**config.mk**
```make
export PLATFORM = sky130hd
export DESIGN_NAME = ce_guard
export DESIGN_NICKNAME = d
export VERILOG_FILES = /design/src/rtl/ce_guard_pkg.sv /design/src/rtl/ce_guard_timer.sv /design/src/rtl/ce_guard_fsm.sv /design/src/rtl/ce_guard_gate.sv /design/src/rtl/ce_guard.sv
export SDC_FILE = /design/constraint.sdc
export NUM_CORES = 1
export LEC_CHECK = 0
export BUFFER_PORTS_ARGS = -buffer_cell sky130_fd_sc_hd__buf_2
export CAP_MARGIN = 20
export CORE_MARGIN = 5
export CORE_UTILIZATION = 29
export DETAILED_ROUTE_END_ITERATION = 8
export GPL_TIMING_DRIVEN = 0
export HOLD_SLACK_MARGIN = 0.05
export SLEW_MARGIN = 20
export SYNTH_ARGS = -nofsm -noshare
export SYNTH_HDL_FRONTEND = slang
export SYNTH_HIERARCHICAL = 1
export SYNTH_SLANG_ARGS = --single-unit
```
**constraint.sdc**
```tcl
create_clock -name clk -period 4 [get_ports clk]
set_input_delay 0.2 -clock clk [delete_from_list [all_inputs] [get_ports clk]]
set_output_delay 0.2 -clock clk [all_outputs]
set_load 0.01 [all_outputs]
```
**src/rtl/ce_guard_pkg.sv**
```systemverilog
package ce_guard_pkg;
  typedef enum logic [1:0] {
    GS_OPEN  = 2'd0,  // path open, no reset in progress
    GS_DRAIN = 2'd1,  // reset seen mid-access, path open for a bounded time
    GS_SHUT  = 2'd2,  // reset active, path closed
    GS_HOLD  = 2'd3   // reset released, path closed until hold ends
  } gate_st_e;

  function automatic int unsigned cnt_width(input int unsigned max_val);
    return (max_val < 2) ? 1 : $clog2(max_val + 1);
  endfunction
endpackage

```
**src/rtl/ce_guard_timer.sv**
```systemverilog
module ce_guard_timer #(
  parameter int unsigned CW = 5
) (
  input  logic          clk,
  input  logic          rst_n,
  input  logic          clr,
  output logic [CW-1:0] cnt
);
  always_ff @(posedge clk or negedge rst_n) begin
    if (!rst_n)            cnt <= '0;
    else if (clr)          cnt <= '0;
    else if (cnt != '1)    cnt <= cnt + 1'b1;
  end
endmodule

```
**src/rtl/ce_guard_fsm.sv**
```systemverilog
module ce_guard_fsm
  import ce_guard_pkg::*;
#(
  parameter int unsigned DELAY_CYC = 6,
  parameter int unsigned HOLD_CYC  = 20,
  parameter int unsigned CW        = 5
) (
  input  logic          clk,
  input  logic          rst_n,
  input  logic          sys_rst,
  input  logic          ce_n_in,
  input  logic [CW-1:0] cnt,
  output logic          clr_tmr,
  output logic          pass_en
);
  localparam logic [CW-1:0] DLY_LAST  = CW'(DELAY_CYC - 1);
  localparam logic [CW-1:0] HOLD_LAST = CW'(HOLD_CYC - 1);

  gate_st_e st, nxt;
  logic     dly_end, hold_end;

  assign dly_end  = (cnt == DLY_LAST);
  assign hold_end = (cnt == HOLD_LAST);

  always_comb begin
    nxt = st;
    unique case (st)
      GS_OPEN:  if (sys_rst)                 nxt = ce_n_in ? GS_SHUT : GS_DRAIN;
      GS_DRAIN: if (ce_n_in || dly_end)      nxt = GS_SHUT;
      GS_SHUT:  if (!sys_rst)                nxt = GS_HOLD;
      GS_HOLD:  if (sys_rst)                 nxt = GS_SHUT;
                else if (hold_end)           nxt = GS_OPEN;
      default:                               nxt = GS_SHUT;
    endcase
  end

  // entering a timed state restarts the shared timer
  assign clr_tmr = (nxt != st);

  always_comb begin
    unique case (st)
      GS_OPEN:  pass_en = !(sys_rst && ce_n_in);
      GS_DRAIN: pass_en = !ce_n_in;
      default:  pass_en = 1'b0;
    endcase
  end

  always_ff @(posedge clk or negedge rst_n) begin
    if (!rst_n) st <= GS_SHUT;
    else        st <= nxt;
  end
endmodule

```
**src/rtl/ce_guard_gate.sv**
```systemverilog
module ce_guard_gate (
  input  logic pass_en,
  input  logic ce_n_in,
  output logic ce_n_out
);
  // closed path parks the select at its inactive level
  assign ce_n_out = pass_en ? ce_n_in : 1'b1;
endmodule

```
**src/rtl/ce_guard.sv**
```systemverilog
module ce_guard #(
  parameter int unsigned DELAY_CYC = 6,
  parameter int unsigned REL_CYC   = 20,
  parameter bit          HALF_HOLD = 1'b0
) (
  input  logic clk,
  input  logic rst_n,
  input  logic sys_rst,
  input  logic ce_n_in,
  output logic ce_n_out,
  output logic pass_en
);
  localparam int unsigned HOLD_CYC = HALF_HOLD ? (REL_CYC / 2) : REL_CYC;
  localparam int unsigned MAX_CYC  = (HOLD_CYC > DELAY_CYC) ? HOLD_CYC : DELAY_CYC;
  localparam int unsigned CW       = ce_guard_pkg::cnt_width(MAX_CYC);

  logic [CW-1:0] cnt;
  logic          clr_tmr;
  logic          pass_w;

  ce_guard_timer #(.CW(CW)) u_tmr (
    .clk   (clk),
    .rst_n (rst_n),
    .clr   (clr_tmr),
    .cnt   (cnt)
  );

  ce_guard_fsm #(
    .DELAY_CYC (DELAY_CYC),
    .HOLD_CYC  (HOLD_CYC),
    .CW        (CW)
  ) u_fsm (
    .clk     (clk),
    .rst_n   (rst_n),
    .sys_rst (sys_rst),
    .ce_n_in (ce_n_in),
    .cnt     (cnt),
    .clr_tmr (clr_tmr),
    .pass_en (pass_w)
  );

  ce_guard_gate u_gate (
    .pass_en  (pass_w),
    .ce_n_in  (ce_n_in),
    .ce_n_out (ce_n_out)
  );

  assign pass_en = pass_w;
endmodule

```
== Word level (Yosys, flattened, before mapping) ==
Cells that the tools add are included.
Word-level totals
  word-level logic and storage cells: 27
  register bits: 7
  input bits: 4
  output and inout bits: 2
Cells by class
  eq/ne operators: 7
  mux-type cells: 11
  $add $sub $neg: 1
  reductions and logical operators: 6
Operators with widths (count)
  2-to-1 mux 2 bit: 6
  2-to-1 mux 5 bit: 2
  case mux 2 bit (4 select lines): 1
  adder 5 x 1 -> 5 bit (second input constant): 1
  == test 5 x 3 -> 1 bit (second input constant): 1
  == test 5 bit (second input constant): 1
  inequality test 5 bit (second input constant): 1
  == test 2 bit (second input constant): 2
  == test 2 x 1 -> 1 bit (second input constant): 1
  zero test 1 bit: 2
  zero test 2 bit: 1
  inequality test 2 bit: 1
  case mux 1 bit (2 select lines): 1
  nonzero test 2 bit: 1
  logical AND 1 bit: 1
  logical OR 1 bit: 1
  2-to-1 mux 1 bit: 1

== Logic depth before layout (Yosys ltp) ==
Gate-level depths: netlist of the first run.
  depth in word-level cells: 6
  mapped depth: 6
  mapped depth without buffers: 6

== Modules after synthesis ==
Netlist of the first run, hierarchy kept.
Modules (own cells, without submodules)
  ce_guard_timer: cells an instance 20, area each 236.5 um^2, instances 1, seq. area each 125.1 um^2
  ce_guard_fsm: cells an instance 24, area each 191.4 um^2, instances 1, seq. area each 51.3 um^2
  ce_guard_gate: cells an instance 1, area each 6.3 um^2, instances 1, seq. area each 0.0 um^2

== Worst setup path after synthesis of the first run ==
No wires, ideal clock.
  path type: register to register
  start point: register u_tmr.cnt[0]
  end point: register u_tmr.cnt[3]
  cell stages (with the launch flop): 7
  clock period less this slack: 1.508 ns
  arrival time: 1.376 ns
  required time: 3.868 ns
  setup slack: 2.492 ns
  cell sequence: dfrtp_1 > ha_1 > and3_1 > ha_1 > nand4b_1 > xor2_1 > nor2_1
Between the ends
  cells in the longest elaborated chain, start to end: 6
Ends and longest elaborated chain
  from (decl): line ce_guard_timer.sv:7  | output logic [CW-1:0] cnt
  from (signal assigned): line ce_guard_timer.sv:12  | else if (cnt != '1) cnt <= cnt + 1'b1;
  == test 5 bit / == test 5 x 3 -> 1 bit (equally long branches): line ce_guard_fsm.sv:23, ce_guard_fsm.sv:22
  2-to-1 mux 2 bit / logical OR 1 bit (equally long branches): line ce_guard_fsm.sv:32, ce_guard_fsm.sv:29
  2-to-1 mux 2 bit (on tied branches): line ce_guard_fsm.sv:31, ce_guard_fsm.sv:29
  case mux 2 bit (4 select lines): line ce_guard_fsm.sv:27  | unique case (st)
  inequality test 2 bit: line ce_guard_fsm.sv:38  | assign clr_tmr = (nxt != st);
  2-to-1 mux 5 bit / nonzero test 2 bit (equally long branches)
Several ways; a longest one is shown, not always the timed one. The select of a mux whose other input is x is not followed.
A chain may end at the register's enable or synchronous reset.

== Final worst setup path of the first run ==
Same ends and word-level chain as after synthesis.

==> results of run 1 <==
[routing by layer]
layer  up-vias  track usage, %  share of wire, %
met5         -               0                 0
met4         0           2.691                 0
met3         0           5.828               8.6
met2         9           11.30                43
met1       158           8.098                48
li1        179               -                 -
[layout by cell type (no fill, tap or decap), drive strengths merged, types with 2 or more instances in the layout]
cell type	n
dfrtp	6
nor2b	2
inv	2
o21ai	2
clkbuf	4
ha	2
mux2i	2
xor2	3
a21oi	2
nor2	7
nand2	2
buf	5
[sequential cells by signal (all words and copies together) (netlist names)]
register	count
u_tmr/cnt	5
u_fsm/st	2
[metrics by stage]
stage	area [µm²]	hold slack (ns)	std cells	total power [mW]
floorplan	434.2	-0.09559	45	0.09346
global placement	479.2	0.04507	66	0.1006
detailed placement	479.2	0.04253	66	0.1009
CTS	515.5	0.2709	71	0.1663
global route	515.5	0.2898	71	0.1785
finish	515.5	0.2695	71	0.1632
[critical path: cells and delay by family, from the launching register on]
| family | cells | cell delay, ns |
|---|---|---|
| adder cells (fa/ha/maj) | 2 | 0.48 |
| flip-flops | 1 | 0.43 |
| XOR/XNOR | 1 | 0.15 |
| AND/OR/NAND/NOR | 3 | 0.43 |
[synthesized netlist by cell type]
cell type	n
mux2i_1	2
and3_1	1
inv_1	2
nand2_1	2
o41ai_1	1
o21ai_0	1
dfstp_2	1
o311ai_0	1
xor2_1	3
o21ai_1	1
nor3b_1	1
and3b_1	1
a21oi_1	2
nand3b_1	1
dfrtp_1	6
a211oi_2	1
a31oi_1	1
o31a_1	1
nor2b_1	2
ha_1	2
nand4b_1	1
and2b_1	1
xnor2_1	1
nor2_1	7
or2_2	1
nand2b_1	1
[what timing repair did]
action,in CTS,in global routing
hold buffers,1,0
setup endpoints to repair,0,0
resized for setup,0,0
hold endpoints to repair,7,0
[path summary, 6_finish.rpt]
path                                       endpoint  depth (start not counted)
setup / recovery           u_tmr/cnt[3]$_DFFE_PN0P_                          6
hold / removal                u_fsm/st[1]$_DFF_PN1_                          3
setup reg to reg           u_tmr/cnt[3]$_DFFE_PN0P_                          6
hold reg to reg               u_fsm/st[1]$_DFF_PN1_                          2
max in group asynchronous     u_fsm/st[1]$_DFF_PN1_                          2
min in group asynchronous  u_tmr/cnt[0]$_DFFE_PN0P_                          2
[area by class of cell]
class                   count  share of cell area, %
multi-input cells          36                  48.54
repair buffers              6                  6.796
well taps                  16                  3.883
flip-flops and latches      7                  34.22
clock buffers               4                  5.097
inverters                   2                  1.456
[power breakdown]
part / switching (mW) / leakage [nW] / internal, mW
registers: 0.00547 / 0.0899 / 0.0749
clock network: 0.0251 / 0.0150 / 0.0380
logic: 0.0101 / 0.125 / 0.00966
[cells by family after synthesis]
| family | after synthesis | synth area share, % |
|---|---|---|
| AO/OA/AOI/OAI | 9 | 14.99 |
| multiplexers | 2 | 4.611 |
| AND/OR/NAND/NOR | 19 | 24.21 |
| flip-flops | 7 | 40.63 |
| adder cells (fa/ha/maj) | 2 | 5.763 |
| XOR/XNOR | 4 | 8.071 |
| buffers and inverters | 2 | 1.730 |
==> out/results.ini, run 1 <==
[outcome]
status = complete, no violations

[critical_path]
reg2reg_slack_ns = 2.39
crit_top_cell = ha_1
crit_fanout = 5
critical-path-max-stage-delay_ns = 0.43
end_kind = register
start_kind = register
worst-setup-path-type = reg -> reg
cp-startpoint = u_tmr/cnt[0]$_DFFE_PN0P_
cpMaxStageDelayCell = dfrtp_1
reg2reg_from = u_tmr/cnt[0]$_DFFE_PN0P_
worstPathRequired_ns = 4.12
arrival_ns = 1.73
cp_cell_sequence = ha_1 > and3_1 > ha_1 > nand4b_1 > xor2_1 > nor2_1

[power_and_ir_drop]
irDropWorstVdd_mv = 0.1500
p_leak_nw = 0.2298
power_density_nw_per_um2 = 316.6

[floorplanning]
die_area_um2 = 2371
die_h_um = 48.69
coreArea_um2 = 1454
core.rowCount = 14
pin_count = 6
initial_core_util_pct = 29.86
dieWidth_um = 48.69

[timing]
finalHoldViolCount = 0
clock_skew_ns = 0.003266
rsz0062_at_grt = no
setup-tns-final_ns = 0
fmax_mhz = 621.1
slew_headroom_pct = 73.81
worst_pin_slew_ns = 0.3922
period_share_pct = 40.25
finalWorstSetupSlack_ns = 2.390
period_needed_ns = 1.610
maxSlewViolCount = 0
setup_violations = 0

[synthesis]
yosysSeqAreaShare_pct = 40.63
ys_warn_count = 6
ys_ff_latch = 7
netlist_area_um2 = 434.2
yosysTopAreaCell = dfrtp_1
ys_top_cells_by_area = dfrtp_1, dfstp_2, nor2_1
synth_nets = 51
synth_top_cell_area_share_pct = 34.58
yosysUniqueCellTypes = 26
synth_cells = 45
avgSynthCellArea_um2 = 9.648

[placed_design]
dp_slack_ns = 2.387
gp_congestion = 0.7752
io_buffer_count = 5
hpwl_um = 579.5

[cts]
clk_pin_slew_ns = 0.05
h-tree-depth = 1
numCtsBuffers = 3
postCtsSetupRepairBufs = 0
clkSinkCount = 7
cts_tree = built
cts_buffer_depth = 2
cts_root_buf = clkbuf_4
clk-insertion-delay-late_ns = 0.25

[global_route]
grt_max_degree = 8
gr-total-overflow = 0
grt_first_pass_wirelength_um = 1366
antenna_found_initial = 0
first_global_vias = 328
track_usage_pct = 7.585

[run]
maxCapViolations = 0

[cells_and_area]
areaGrowthSynthToFinish_pct = 18.73
finalNetCount = 62
fill_cells = 158
multi_input_area_um2 = 250.2
final_core_util_pct = 35.46
diodes = 0
drive_gt1_share_pct = 20.00
ff_latch_area_um2 = 176.4

[min_path]
hold_start = ce_n_in
hold_path_class = in -> reg

[drt]
wl_um = 776
dr.pass1.iters = 4
via_per_inst = 4.873
ant_nets = 0
drc = 0
drtIter0Drc = 13
via_count = 346
post_drt_wl_per_cell_um = 10.93

(Power assumes the default switching activity.)
==> run 2: changes to the inputs <==
==> constraint.sdc (replaced) <==
create_clock -name clk -period 1.6 [get_ports clk]
set_input_delay 0.08 -clock clk [delete_from_list [all_inputs] [get_ports clk]]
set_output_delay 0.08 -clock clk [all_outputs]
set_load 0.01 [all_outputs]
==> run 2 against run 1 <==
  * Design area grew 5.6%
  * Via count grew 3.5%
  * Worst hold slack lost 0.12 ns
  * Critical path depth is the same
  * Core utilization grew 2.0 points
  * Count of clock-buffer cells in the layout is the same
  * Critical path type unchanged
  * Sequential share of layout area shrank 1.6 points
  * Largest power group unchanged
  * Combinational power grew to 3.0 times the previous value
==> out/results.ini, run 2 (synthesized netlist as in run 1, its figures left out) <==
[timing]
clock_skew_ns = 0.002689
maxSlewViolCount = 0
rsz0062_at_grt = no
finalHoldViolCount = 0
setup-tns-final_ns = 0
period_needed_ns = 1.514
finalWorstSetupSlack_ns = 0.08618
slew_headroom_pct = 81.49
period_share_pct = 94.61
setup_violations = 0
worst_pin_slew_ns = 0.2742
fmax_mhz = 660.6

[cells_and_area]
areaGrowthSynthToFinish_pct = 25.36
largest_register_ff_count = 5
drive_gt1_share_pct = 26.32
finalNetCount = 64
largestRegisters = u_tmr/cnt (5), u_fsm/st (2)
diodes = 0
final_area_um2 = 544.3
layoutNonFillerInstCount = 73
regMostFlops = u_tmr/cnt
final_common_cell = nor2_1
final_cell_mix = nor2_1, buf_2, dfrtp_1

[floorplanning]
initial_core_util_pct = 29.86
pin_count = 6
die_area_um2 = 2371
dieWidth_um = 48.69
die_h_um = 48.69
core.rowCount = 14
coreArea_um2 = 1454

[critical_path]
end_kind = register
worst-setup-path-type = reg -> reg
cp-startpoint = u_tmr/cnt[0]$_DFFE_PN0P_
start_kind = register
reg2reg_from = u_tmr/cnt[0]$_DFFE_PN0P_
reg2reg_slack_ns = 0.09
crit_end = u_tmr/cnt[3]$_DFFE_PN0P_
regToRegEndpoint = u_tmr/cnt[3]$_DFFE_PN0P_
r2r.worst_path.cells = 6
worstPathRequired_ns = 1.74
crit_fanout = 5
arrival_ns = 1.66

[min_path]
hold_start = ce_n_in
hold_path_class = in -> reg
whs_path_depth = 3

[cts]
clk-insertion-delay-late_ns = 0.25
cts_tree = built
clkSinkCount = 7
clk_pin_slew_ns = 0.05
h-tree-depth = 1
cts_root_buf = clkbuf_4
cts_buffer_depth = 2
numCtsBuffers = 3

[placed_design]
dp_slack_ns = -0.01277
place_area_um2 = 479.2
io_buffer_count = 5
place_inst = 66
gp_congestion = 0.7752
hpwl_um = 579.5

[drt]
drc = 0
post_drt_wl_per_cell_um = 11.75
via_count = 358
via_per_inst = 4.904
ant_nets = 0
dr.pass1.iters = 4
drtIter0Drc = 15
wl_um = 858

[power_and_ir_drop]
power_density_nw_per_um2 = 767.7
p_leak_nw = 0.2353
irDropWorstVdd_mv = 0.3784
power_mw = 0.4178

[run]
maxCapViolations = 0

[global_route]
gr-total-overflow = 0
track_usage_pct = 7.585
antenna_found_initial = 0
grt_first_pass_wirelength_um = 1366
first_global_vias = 328
grt_max_degree = 8

[outcome]
status = complete, no violations

-- run 2: cell types whose count changed in the layout (fill, tap and decap cells not counted) --
| cell | previous run | this run |
|---|---|---|
| buf_4 | 0 | 2 |
| dfrtp_1 | 6 | 5 |
| dfrtp_2 | 0 | 1 |
| ha_1 | 2 | 1 |
| ha_4 | 0 | 1 |
-- run 2: metrics by stage --
step                hold WS [ns]  utilization, %
finish                    0.1484           37.44
detailed placement      -0.07747           32.96
floorplan                -0.2156               -
global placement        -0.07493           32.96
global route              0.1701           37.44
CTS                       0.1509           35.63
-- run 2: area by class of cell --
class                      count  area (µm²)
fill                         156       909.6
multi-input combinational     36       262.8
sequential                     7       177.7
timing repair buffer           8       50.05
clock buffer                   4       26.28
tap                           16       20.02
inverter                       2       7.507
-- run 2: worst min path at each step --
stage | end | slack, ns
2_1_floorplan | u_fsm/st[0]$_DFF_PN0_ | -0.22
3_3_place_gp | u_tmr/cnt[4]$_DFFE_PN0P_ | -0.07
3_5_place_dp | u_tmr/cnt[4]$_DFFE_PN0P_ | -0.08
4_1_cts | u_fsm/st[1]$_DFF_PN1_ | 0.15
5_1_grt | u_fsm/st[1]$_DFF_PN1_ | 0.17
6_report | u_fsm/st[1]$_DFF_PN1_ | 0.15
-- run 2: report_power, final --
group | total [mW] | internal, mW | switching (mW)
registers | 0.201 | 0.188 | 0.0133
logic | 0.0585 | 0.0301 | 0.0284
clock network | 0.158 | 0.0950 | 0.0632
-- run 2: routing by layer --
layer / global-route usage, % / share of wire (%) / wire length [µm]
met1: 8.098 / 46 / 394
met5: 0 / 0 / 0
met4: 2.691 / 0 / 0
met3: 5.828 / 8.0 / 69
met2: 11.30 / 46 / 394
-- run 2: timing repair --
action                                  CTS  global route
hold endpoints to repair                  7             0
setup buffers                             0             2
gates cloned                              0             0
endpoints found under the setup margin    1             5
hold buffers                              1             0
pin swaps                                 0             1
gates resized for setup                   1             2
-- run 2: critical path, stage by stage (launching register included) --
cell and delay [ns]:
dfrtp_2 0.43, ha_1 0.21, and3_1 0.19, ha_4 0.18, nand4b_1 0.18, xor2_1 0.15, nor2_1 0.05
